==> src/rtl/cpu_clk_switch.sv <==
module cpu_clk_switch #(
  parameter int unsigned STARTUP_TICKS = 17
) (
  input  logic clk,
  input  logic rst_n,
  input  logic ring_tick,
  input  logic x1_tick,
  input  logic x1_stable,
  input  logic ring_stoppable,
  input  logic sel_we,
  input  logic sel_x1,
  input  logic ring_we,
  input  logic ring_stop,
  input  logic x1_we,
  input  logic x1_stop,
  output logic cpu_clk_en,
  output logic src_is_x1,
  output logic ring_run,
  output logic x1_run
);
  localparam int unsigned CW = $clog2(STARTUP_TICKS + 1);

  logic          started_q, ring_off_q, x1_off_q, sel_q, stat_q;
  logic [CW-1:0] boot_cnt_q;

  wire boot_done = (boot_cnt_q == CW'(STARTUP_TICKS));

  assign ring_run  = started_q & ~ring_off_q;
  assign x1_run    = started_q & ~x1_off_q;
  assign src_is_x1 = stat_q;

  wire ring_t = ring_tick & ring_run;
  wire x1_t   = x1_tick & x1_run;

  wire to_x1   = sel_we & sel_x1 & boot_done & x1_stable & x1_run;
  wire to_ring = sel_we & ~sel_x1 & ring_run;

  wire ring_stop_ok = ring_we & ring_stop & stat_q & sel_q & ring_stoppable & ~to_ring;
  wire x1_stop_ok   = x1_we & x1_stop & ~stat_q & ~sel_q & ~to_x1;

  assign cpu_clk_en = boot_done & (stat_q ? x1_t : ring_t);

  always_ff @(posedge clk or negedge rst_n) begin
    if (!rst_n) begin
      started_q  <= 1'b0;
      ring_off_q <= 1'b0;
      x1_off_q   <= 1'b0;
      sel_q      <= 1'b0;
      stat_q     <= 1'b0;
      boot_cnt_q <= '0;
    end else begin
      started_q <= 1'b1;
      if (!boot_done && ring_t) boot_cnt_q <= boot_cnt_q + 1'b1;

      if (to_x1)        sel_q <= 1'b1;
      else if (to_ring) sel_q <= 1'b0;

      if (sel_q && !stat_q && x1_t)        stat_q <= 1'b1;
      else if (!sel_q && stat_q && ring_t) stat_q <= 1'b0;

      if (ring_stop_ok)             ring_off_q <= 1'b1;
      else if (ring_we && !ring_stop) ring_off_q <= 1'b0;

      if (x1_stop_ok)               x1_off_q <= 1'b1;
      else if (x1_we && !x1_stop)   x1_off_q <= 1'b0;
    end
  end

  AST_SWITCH_ON_X1_TICK: assert property (@(posedge clk) disable iff (!rst_n)
    $rose(src_is_x1) |-> $past(x1_tick && x1_run));
  AST_SWITCH_ON_RING_TICK: assert property (@(posedge clk) disable iff (!rst_n)
    $fell(src_is_x1) |-> $past(ring_tick && ring_run));
  AST_RING_STOP_GUARD: assert property (@(posedge clk) disable iff (!rst_n)
    $fell(ring_run) |-> $past(src_is_x1) && $past(ring_stoppable));
  AST_X1_STOP_GUARD: assert property (@(posedge clk) disable iff (!rst_n)
    $fell(x1_run) |-> !$past(src_is_x1));
  AST_EN_FROM_ACTIVE: assert property (@(posedge clk) disable iff (!rst_n)
    cpu_clk_en |-> (src_is_x1 ? (x1_tick && x1_run) : (ring_tick && ring_run)));
  AST_ACTIVE_RUNS: assert property (@(posedge clk) disable iff (!rst_n)
    (cpu_clk_en || src_is_x1) |-> (src_is_x1 ? x1_run : ring_run));
endmodule

==> config.mk <==
export PLATFORM = sky130hd
export DESIGN_NAME = cpu_clk_switch
export DESIGN_NICKNAME = d
export VERILOG_FILES = /design/src/rtl/cpu_clk_switch.sv
export SDC_FILE = /design/constraint.sdc
export NUM_CORES = 1
export LEC_CHECK = 0
export CAP_MARGIN = 5
export CORE_AREA = 3 3 40 42
export CTS_BUF_LIST = sky130_fd_sc_hd__clkbuf_8
export DETAILED_ROUTE_END_ITERATION = 7
export DIE_AREA = 0 0 43 45
export DONT_BUFFER_PORTS = 1
export GPL_TIMING_DRIVEN = 0
export PLACE_DENSITY_LB_ADDON = 0.05
export SLEW_MARGIN = 0
export SYNTH_ARGS = -nofsm -noshare
export SYNTH_HDL_FRONTEND = slang
export SYNTH_SLANG_ARGS = --single-unit
==> constraint.sdc <==
create_clock -name clk -period 1.6 [get_ports clk]
set_clock_uncertainty 0.2 [all_clocks]
set_input_delay 0.24 -clock clk [delete_from_list [all_inputs] [get_ports clk]]
set_output_delay 0.24 -clock clk [all_outputs]
set_load 0.02 [all_outputs]
Yosys cells after proc, flatten, opt, wreduce, memory -nomap -nowiden:

Index checks and enable logic that the tools add are counted.

* flip-flop bits (word level): 10
* output and inout bits: 4
* word-level logic and storage cells: 60
* input port bits: 12

* reductions and logical operators: 16
* equal/unequal tests: 1
* mux-type cells: 9
* bitwise logic cells: 27
* add/sub/neg operators: 1

Operators with widths (count)
* $and 1x1->1: 20
* $mux 1: 9
* $reduce_bool 2->1: 4
* $logic_and 1x1->1: 7
* $not 1->1: 7
* $add 5x1->5 const B: 1
* $eq 5x5->1 const B: 1
* $logic_not 1->1: 5

Depth between registers and ports, before layout:

Gate-level depths: netlist of the first run.

* depth after elaboration: 7
* depth in mapped cells: 5
* gate-level depth less buffers: 5

Worst setup path before layout of the first run:

OpenSTA, ideal clock, no wires.

* path type: register -> output
* start: register boot_cnt_q[1]
* end: output port cpu_clk_en
* data arrival time: 1.033 ns
* required time: 1.160 ns
* slack: 0.127 ns
* cell stages (with the launch flop): 5
* path buffers: 0
* cell sequence: dfrtp_1 inv_1 ha_1 and4bb_4 and2_2

* word-level cells in the longest chain between the ends: 2

Ends and longest elaborated chain
* from (decl): line 24 `logic [CW-1:0] boot_cnt_q;`
* from (signal assigned): line 53 `if (!boot_done && ring_t) boot_cnt_q <= boot_cnt_q + 1'b1;`
* $eq 5x5->1: line 26 `wire boot_done = (boot_cnt_q == CW'(STARTUP_TICKS));`
* $and 1x1->1: line 41 `assign cpu_clk_en = boot_done & (stat_q ? x1_t : ring_t);`
* to (decl): line 16 `output logic cpu_clk_en,`

Every way passes these cells.

Final worst setup path of the first run:

Same ends and word-level chain as after synthesis.

==> reports/qor_table.md, run 1 <==
| Quantity | Reported |
| --- | --- |
| Outcome | complete, but fails checks |
| Violations in the final reports | setup timing |
| Final max-slew violation count | 0 |
| Number of placement rows | 13 |
| Post-synthesis sequential area ratio | 0.480 |
| RSZ-0062 raised after global routing | yes |
| Clock Path Buffers | 2 |
| Highest-count cells in the layout ignoring fill and taps | dfrtp_1 (9), buf_4 (5) |
| Stage delay of the slowest cell on the critical path | 0.39 ns |
| Required time at the worst-slack endpoint | 1.16 ns |
| Fraction of the cycle the final worst path needs | 1.04 |
| Final design area excluding fillers | 667 um2 |
| Crit Reg-Reg Startpoint | boot_cnt_q[0] |
| Number of buffers inserted during clock tree synthesis | 3 |
| Warnings, synthesis | 0 |
| Largest area contributor in the synthesized netlist | dfrtp_1 |
| Synthesized area divided by synthesized cell count | 10.9 um2 |
| Setup violators final | 1 |
| Clock network fraction of total power | 0.281 |
| WHS Path Cells | 2 |
| Sinks on Clock Net | 10 |
| Final Hold Vio Count | 0 |
| Register-to-register path setup slack | 0.08 ns |
| Fin Hold WS | 0.0152 ns |
| Async S/R FF share, synth | 1.00 |
| Top area cells in the synthesized netlist | dfrtp_1 (48%), ha_1 (4.8%), nand4_1 (3.6%), nand4b_1 (3.4%), xnor2_1 (3.4%) |
| Critical path cell sequence | inv_2, ha_4, and4bb_4, and2_4 |
| Minimum setup slack after placement | 0.0537 ns |
| DIE HEIGHT | 45 um |
| Area Growth Syn to Fin | 27.8% |
| GR Overflow Total | 0 |
| Flip-flop and latch count after synthesis | 10 |
| Total net switching power | 264 uW |
| Final cell utilization of the core | 0.519 |
| Endpoint of the worst hold path | sel_q |
| Kind of path behind the tightest hold check | input pin to flip-flop |
| Width of the chip | 43 um |
| Htree depth | 1 |
| Latest clock arrival within the worst-skew pair | 0.23 ns |
| Largest net degree at the start of global routing | 11 |
| Nature of the critical path endpoint | primary output |
| Start-to-end type of the worst setup path | flip-flop to primary output |
| Share of synthesized cell area in and, or, nand and nor gates | 0.266 |
| Final weighted congestion of routability-driven global placement | 0.708 |
| Number of maximum-capacitance violations | 0 |
| Cells after synthesis | 48 |
| Prevailing post-synth register cell | dfrtp_1 |
| Global routing usage summed across all routing layers | 0.134 |
| Portion of total power attributed to sequential cells | 0.437 |
| Setup crit start kind | flip-flop |
| Launch point of the worst hold path | sel_we |
| Length of the first detailed-routing pass in iterations | 4 |
| TritonCTS clock tree | done |
| Worst setup margin | -0.0671 ns |
| Critical register-to-register path endpoint | boot_cnt_q[1] |
| Most common cell after layout, fill and taps aside | dfrtp_1 |
| Worst-path fanout max | 2 |
| Multiplexer share of the synthesized area | 0.0192 |
| Half-perimeter wire length after detailed placement | 808 um |
| Area enclosed by the die boundary | 0.00194 mm2 |
| Arithmetic-cell share of the synthesized area counting full adders, half adders and majority gates | 0.0480 |
| VDD IR max | 0.000580 V |
| Wire length of the first global-routing pass | 1860 um |
| Arrival time at the worst endpoint | 1.23 ns |
| Leakage power | 0.304 nW |
| # port buffers | 0 |
| Comb power frac | 0.282 |
| ANT cells | 0 |
| Initial core utilization | 0.406 |
| Shortest clock period the worst path allows after layout | 1.67 ns |
| Syn_nets | 62 |
| Number of antenna violations at the first check in global routing | 0 |
| Number of nets at the end of the flow | 75 |
| Routed length per instance | 15.4 um |
| Internal power of the cells | 645 uW |
| Clock root cell | clkbuf_8 |
| Compound-Gate Fraction of Synth Area | 0.101 |
| Distinct cells, synth | 28 |
| Post-synth EDFFs | 0 |
| Post-DR vias/cell | 5.61 |
| Detailed-route wire length | 1140 um |
| Power density over the cells | 1360 mW/mm2 |
| Switching part of the total power | 0.290 |
| Worst reg-to-reg path cell count | 5 |
| Vias | 415 |
| CP max-delay cell | dfrtp_1 |
| Starting DRT DRC Count | 7 |
| Placed Area | 541 um2 |
| Floorplan core area | 0.00128 mm2 |
| Synthesized area | 522 um2 |
| Post-route DRC | 0 |
| Clock-pin slew on the worst setup and hold paths | 0.04 ns |
| Max Fclk | 600 MHz |
| Combinational family with the most area after synthesis | simple AND/OR/NAND/NOR gates |
| Proportion of netlist area held by the largest area contributor | 0.480 |
| Number of global-route vias before repair | 412 |
| Number of top-level pins | 16 |
| Xor/xnor cell area share of the yosys netlist | 0.0504 |
| Fraction of layout cells with a size suffix above 1 | 0.271 |
| Number of routed nets with antenna violations | 0 |
-- through the flow --
step / std cells / total power, mW / setup TNS (ns)
finish: 74 / 0.909 / -0.0671
global route: 74 / 0.978 / -0.129
CTS: 73 / 0.884 / -0.0624
detailed placement: 63 / 0.541 / 0
global placement: 63 / 0.526 / 0
floorplan: 48 / 0.501 / 0
-- state kept, by name, indices dropped and copies added, names as in the netlist --
signal / cells
boot_cnt_q: 5
ring_off_q: 1
sel_q: 1
src_is_x1: 1
started_q: 1
x1_off_q: 1
-- routing by layer --
layer | vias up | global-route usage | part of all wire
li1 | 195 | - | -
met1 | 206 | 0.158 | 0.42
met2 | 11 | 0.207 | 0.49
met3 | 3 | 0.0598 | 0.068
met4 | 0 | 0.0723 | 0.022
met5 | - | 0 | 0
-- power groups by stage --
stage                     combinational (mW)  clock, mW  sequential, mW
after CTS                              0.224      0.265           0.395
after global placement                 0.141          0           0.385
after global routing                   0.290      0.281           0.407
after detailed placement               0.151          0           0.390
after floorplan                        0.127          0           0.375
final                                  0.257      0.256           0.397
-- how the worst max path moves through the flow --
stage               cells after the start          start         end
floorplan                               4  boot_cnt_q[1]  cpu_clk_en
detailed placement                      4  boot_cnt_q[1]  cpu_clk_en
global placement                        4  boot_cnt_q[1]  cpu_clk_en
global route                            4  boot_cnt_q[1]  cpu_clk_en
finish                                  4  boot_cnt_q[1]  cpu_clk_en
CTS                                     4  boot_cnt_q[1]  cpu_clk_en
-- logic make-up (layout without fill, tap and decap cells) --
kind of cell,count (synthesis),in the layout
other,1,1
adder cells (fa/ha/maj),2,2
flip-flops,10,10
multiplexers,1,1
XOR/XNOR,3,3
AO/OA/AOI/OAI,8,8
AND/OR/NAND/NOR,19,19
buffers and inverters,4,15
-- cells in the mapped netlist, types with 2 or more instances --
| master | n |
|---|---|
| a21oi_1 | 2 |
| a31oi_1 | 2 |
| dfrtp_1 | 10 |
| ha_1 | 2 |
| inv_1 | 4 |
| nand4_1 | 3 |
| nand4b_1 | 2 |
| nor2b_1 | 2 |
| xnor2_1 | 2 |
-- layout make-up --
cell class | instances | area, um2
repair buffers | 8 | 67.6
flip-flops and latches | 10 | 251
fillers | 117 | 618
well taps | 15 | 18.8
inverters | 4 | 15.0
clock buffers | 3 | 41.3
multi-input cells | 34 | 273
-- worst max-delay path, delay by kind of cell (launching register included) --
kind                     cells  cell delay (ns)
buffers and inverters        1             0.08
flip-flops                   1             0.39
AND/OR/NAND/NOR              2             0.40
adder cells (fa/ha/maj)      1             0.12
-- repair_timing --
action                                  4_1_cts  5_1_grt
gates resized for setup                       5        2
pin swaps                                     0        0
hold buffers                                  3        0
endpoints found under the setup margin        1        3
buffers inserted                              4        1
hold endpoints to repair                     11        0
Power figures use the tool's default switching activity.
==> run 2, diff against run 1 <==
--- a/config.mk
+++ b/config.mk
@@ -6,6 +6,8 @@
 export NUM_CORES = 1
 export LEC_CHECK = 0
 export CAP_MARGIN = 5
+export CELL_PAD_IN_SITES_DETAIL_PLACEMENT = 0
+export CELL_PAD_IN_SITES_GLOBAL_PLACEMENT = 1
 export CORE_AREA = 3 3 40 42
 export CTS_BUF_LIST = sky130_fd_sc_hd__clkbuf_8
 export DETAILED_ROUTE_END_ITERATION = 7
==> run 2 against run 1 <==
  * The run still ends with setup timing left
  * Cell count up 4.1%
  * Total power grew 6.7%
  * Critical path type unchanged
  * First-iteration DRC count down 43%
  * Register-to-register slack better by 0.03 ns
  * Sequential cell count did not move
  * Fmax grew 0.80%
  * Worst setup slack better by 0.013 ns
  * Highest routed layer is now met3
  * Global-route usage shrank 2.5 points
  * Critical path depth stayed put
  * Critical endpoint unchanged
  * Non-clock buffer count grew 2
  * Core utilization up 2.4 points
==> reports/qor_table.md, run 2 (synthesis results as in run 1) <==
| Quantity | Reported |
| --- | --- |
| Post-DR vias/cell | 5.23 |
| Register-to-register path setup slack | 0.11 ns |
| Vias | 403 |
| Highest metal layer with signal wires | met3 |
| Number of placement rows | 13 |
| TritonCTS clock tree | done |
| Crit Reg-Reg Startpoint | boot_cnt_q[1] |
| Latest clock arrival within the worst-skew pair | 0.23 ns |
| Worst reg-to-reg path cell count | 6 |
| Number of routed nets with antenna violations | 0 |
| # port buffers | 0 |
| Outcome | complete, but fails checks |
| VDD IR max | 0.000626 V |
| Setup violators final | 1 |
| Number of top-level pins | 16 |
| Number of global-route vias before repair | 386 |
| Width of the chip | 43 um |
| Critical register-to-register path endpoint | x1_off_q |
| Flip-flop count of the largest register, all copies and words added | 5 |
| Sinks on Clock Net | 10 |
| Number of buffers and inverters on the critical path | 1 |
| Area Growth Syn to Fin | 33.8% |
| Top register by number of flip-flops | boot_cnt_q |
| Wire length on met1 | 440 um |
| Met2 layer wire length in the routed design | 507 um |
| Htree depth | 1 |
| Shortest clock period the worst path allows after layout | 1.65 ns |
| Critical path cell sequence | inv_2, ha_4, and4bb_4, and2_4 |
| Half-perimeter wire length after detailed placement | 765 um |
| Required time at the worst-slack endpoint | 1.16 ns |
| Worst-path fanout max | 2 |
| Initial core utilization | 0.406 |
| Worst setup margin | -0.0540 ns |
| Clock Path Buffers | 2 |
| Number of maximum-capacitance violations | 0 |
| Final Hold Vio Count | 0 |
| Starting DRT DRC Count | 4 |
| Floorplan core area | 0.00128 mm2 |
| Post-route DRC | 0 |
| Number of buffers inserted during clock tree synthesis | 3 |
| Endpoint of the worst hold path | sel_q |
| Area enclosed by the die boundary | 0.00194 mm2 |
| Fraction of the cycle the final worst path needs | 1.03 |
| Kind of path behind the tightest hold check | input pin to flip-flop |
| Number of antenna violations at the first check in global routing | 0 |
| Violations in the final reports | setup timing |
| Arrival time at the worst endpoint | 1.21 ns |
| Final weighted congestion of routability-driven global placement | 0.661 |
| Final max-slew violation count | 0 |
| Power density over the cells | 1390 mW/mm2 |
| Setup crit start kind | flip-flop |
| CP max-delay cell | dfrtp_1 |
| Max Fclk | 605 MHz |
| GR Overflow Total | 0 |
| Leakage power | 0.319 nW |
| Launch point of the worst hold path | sel_we |
| Largest net degree at the start of global routing | 11 |
| Global routing usage summed across all routing layers | 0.109 |
| Number of nets at the end of the flow | 77 |
| ANT cells | 0 |
| DIE HEIGHT | 45 um |
| Stage delay of the slowest cell on the critical path | 0.38 ns |
| RSZ-0062 raised after global routing | yes |
| Routed length per instance | 13.1 um |
| Highest-count cells in the layout ignoring fill and taps | dfrtp_1 (9), buf_4 (6), clkbuf_8 (4), dlygate4sd3_1 (4) |
| Fraction of layout cells with a size suffix above 1 | 0.290 |
| Total met3 wirelength after detailed routing | 60 um |
| Clock-pin slew on the worst setup and hold paths | 0.05 ns |
| Detailed-route wire length | 1010 um |
| Fin Hold WS | 0.0125 ns |
| Gate family responsible for the most delay along the worst path | simple AND/OR/NAND/NOR gates |
| Start-to-end type of the worst setup path | flip-flop to primary output |
| Nature of the critical path endpoint | primary output |
| Wire length of the first global-routing pass | 1610 um |
| Length of the first detailed-routing pass in iterations | 2 |
| Most common cell after layout, fill and taps aside | dfrtp_1 |
| Sum of internal, switching and leakage power | 970 uW |
| Clock root cell | clkbuf_8 |
| Number of inserted filler cells in the final layout | 116 |
| WHS Path Cells | 2 |
==> run 2: changes by cell type in the layout (fill, tap and decap cells not counted), sizes merged <==
cell / previous run / this run
buf: 5 / 6
dlygate4sd3: 3 / 4
clkbuf: 3 / 4
==> run 2: worst max-delay path by stage <==
stage / slack, ns / cells after the start / startpoint / endpoint
final: -0.05 / 4 / boot_cnt_q[1] / cpu_clk_en
after global routing: -0.09 / 4 / boot_cnt_q[1] / cpu_clk_en
after detailed placement: 0.05 / 4 / boot_cnt_q[1] / cpu_clk_en
after floorplan: 0.13 / 4 / boot_cnt_q[1] / cpu_clk_en
after CTS: -0.08 / 4 / boot_cnt_q[1] / cpu_clk_en
after global placement: 0.05 / 4 / boot_cnt_q[1] / cpu_clk_en
==> run 2: what timing repair did <==
action / CTS / global route
pin swaps: 1 / 0
setup buffers: 4 / 2
hold buffers: 4 / 0
resized for setup: 1 / 6
endpoints found under the hold margin: 12 / 0
cloned: 0 / 0
setup endpoints to repair: 1 / 2
==> run 2: where the power goes <==
part,switching (mW),internal [mW]
logic,0.111,0.172
clock network,0.0911,0.216
registers,0.0598,0.321
==> run 2: stage by stage <==
step	cell area, um2	cells	utilization	setup TNS, ns	worst slack (ns)
final	698	77	0.543	-0.0540	-0.0540
after global routing	698	77	0.543	-0.0922	-0.0922
after CTS	667	75	0.519	-0.0824	-0.0824
after detailed placement	541	63	0.421	0	0.0459
after global placement	541	63	0.421	0	0.0497
after floorplan	522	48	-	0	0.127
==> run 2: cell type report <==
type                       count  area (um2)  share of cell area
clock buffer                   4        55.1              0.0789
inverter                       4        15.0              0.0215
multi-input combinational     34         273               0.391
sequential                    10         251               0.360
tap                           15        18.8              0.0269
timing repair buffer          10        85.1               0.122
==> run 2: routing by layer <==
layer / GRT usage / up-vias
li1: - / 200
met1: 0.137 / 190
met2: 0.186 / 13
met3: 0.0239 / 0
met4: 0.0361 / 0
met5: 0 / -
==> run 3, diff against run 2 <==
--- a/config.mk
+++ b/config.mk
@@ -15,6 +15,8 @@
 export DONT_BUFFER_PORTS = 1
 export GPL_TIMING_DRIVEN = 0
 export PLACE_DENSITY_LB_ADDON = 0.05
+export SKIP_CTS_REPAIR_TIMING = 1
+export SKIP_LAST_GASP = 1
 export SLEW_MARGIN = 0
 export SYNTH_ARGS = -nofsm -noshare
 export SYNTH_HDL_FRONTEND = slang
==> run 3 against run 2 <==
  * The run ends with hold timing, setup timing left
  * Sequential power about the same
  * Clock power about the same
  * Fmax down 2.7%
  * Cell count down 2.6%
  * Die area unchanged
  * Largest cell class unchanged
==> reports/qor_table.md, run 3 (synthesis results as in run 1) <==
| Quantity | Reported |
| --- | --- |
| Outcome | complete, but fails checks |
| Violations in the final reports | hold timing, setup timing |
| ANT cells | 0 |
| Latest clock arrival within the worst-skew pair | 0.23 ns |
| Global routing usage summed across all routing layers | 0.101 |
| Half-perimeter wire length after detailed placement | 765 um |
| Number of antenna violations at the first check in global routing | 0 |
| Minimum setup slack after placement | 0.0459 ns |
| Start-to-end type of the worst setup path | flip-flop to primary output |
| Leakage power | 0.310 nW |
| Final-layout setup total negative slack | -0.0995 ns |
| Final max-slew violation count | 0 |
| Fin Hold WS | -0.00303 ns |
| Worst-path fanout max | 4 |
| Largest net degree at the start of global routing | 11 |
| Vias | 389 |
| Number of placement rows | 13 |
| Total met3 wirelength after detailed routing | 73 um |
| Gate family responsible for the most delay along the worst path | simple AND/OR/NAND/NOR gates |
| Detailed-route wire length | 999 um |
| Number of maximum-capacitance violations | 0 |
| Starting DRT DRC Count | 3 |
| Area enclosed by the die boundary | 0.00194 mm2 |
| Clock root cell | clkbuf_8 |
| CP max-delay cell | dfrtp_1 |
| Shortest clock period the worst path allows after layout | 1.70 ns |
| Final weighted congestion of routability-driven global placement | 0.661 |
| Wire length on met1 | 429 um |
| Max Fclk | 588 MHz |
| Number of inserted filler cells in the final layout | 116 |
| Nature of the critical path endpoint | primary output |
| Final Hold Vio Count | 1 |
| Width of the chip | 43 um |
| Setup crit start kind | flip-flop |
| RSZ-0062 raised after global routing | yes |
| Number of nets at the end of the flow | 75 |
| VDD IR max | 0.000628 V |
| Wire length of the first global-routing pass | 1480 um |
| Most common cell after layout, fill and taps aside | dfrtp_1 |
| Kind of path behind the tightest hold check | input pin to flip-flop |
| Htree depth | 1 |
| Top register by number of flip-flops | boot_cnt_q |
| Flip-flop count of the largest register, all copies and words added | 5 |
| Length of the first detailed-routing pass in iterations | 2 |
| Setup violators final | 1 |
| Required time at the worst-slack endpoint | 1.16 ns |
| Floorplan core area | 0.00128 mm2 |
| Area Growth Syn to Fin | 30.0% |
| Met2 layer wire length in the routed design | 495 um |
| # port buffers | 0 |
| Number of routed nets with antenna violations | 0 |
| Arrival time at the worst endpoint | 1.26 ns |
| Number of global-route vias before repair | 344 |
| GR Overflow Total | 0 |
| Fraction of layout cells with a size suffix above 1 | 0.267 |
| Initial core utilization | 0.406 |
| Critical path cell sequence | inv_2, ha_4, and4bb_4, and2_4 |
| Fraction of the cycle the final worst path needs | 1.06 |
| Number of top-level pins | 16 |
| Clock-pin slew on the worst setup and hold paths | 0.05 ns |
| Sum of internal, switching and leakage power | 966 uW |
| TritonCTS clock tree | done |
| Post-DR vias/cell | 5.19 |
| Number of buffers inserted during clock tree synthesis | 3 |
| Stage delay of the slowest cell on the critical path | 0.38 ns |
| Worst setup margin | -0.0995 ns |
| Post-route DRC | 0 |
| Highest metal layer with signal wires | met3 |
| Routed length per instance | 13.3 um |
| Sinks on Clock Net | 10 |
| Number of buffers and inverters on the critical path | 1 |
| Clock Path Buffers | 2 |
| Highest-count cells in the layout ignoring fill and taps | dfrtp_1 (9), buf_4 (5), clkbuf_8 (4) |
| Power density over the cells | 1420 mW/mm2 |
| DIE HEIGHT | 45 um |
## run 3: cell count changes in the layout (fill, tap and decap cells not counted)
cell	change
buf_4	-1
nor2b_1	+1
nor2b_2	-1
dlygate4sd3_1	-1
## run 3: path summary, 6_finish.rpt
| path | startpoint | to | slack, ns | depth (start not counted) |
|---|---|---|---|---|
| worst max-delay path | boot_cnt_q[1] | cpu_clk_en | -0.1 | 4 |
| worst min-delay path | x1_stop | x1_off_q | -0.003 | 2 |
| worst max register to register | boot_cnt_q[1] | x1_off_q | 0.09 | 6 |
| worst min register to register | boot_cnt_q[4] | boot_cnt_q[4] | 0.28 | 1 |
| max in group asynchronous | rst_n | started_q | 0.67 | 1 |
| min in group asynchronous | rst_n | x1_off_q | 0.19 | 1 |
## run 3: final cells by class
cell class | instances | area (um2) | area share
Tap cell | 15 | 18.8 | 0.0277
Sequential cell | 10 | 251 | 0.371
Clock buffer | 4 | 55.1 | 0.0812
Timing Repair Buffer | 8 | 67.6 | 0.0996
Inverter | 4 | 15.0 | 0.0221
Multi-Input combinational cell | 34 | 270 | 0.399
## run 3: routing by layer
metal | up-vias | track usage
met1 | 181 | 0.132
met5 | - | 0
met3 | 0 | 0.0279
li1 | 195 | -
met2 | 13 | 0.162
met4 | 0 | 0.0361
## run 3: stage by stage
step	cell area (um2)	hold slack, ns	cells	util
2_1_floorplan	522	-0.256	48	-
3_3_place_gp	541	-0.255	63	0.421
3_5_place_dp	541	-0.255	63	0.421
4_1_cts	596	-0.500	67	0.463
5_1_grt	678	0.00982	75	0.528
6_report	678	-0.00303	75	0.528
## run 3: report_power, final
group          switching, mW  internal [mW]
Sequential            0.0635          0.321
Clock                 0.0905          0.216
Combinational          0.107          0.168
Total                  0.261          0.705
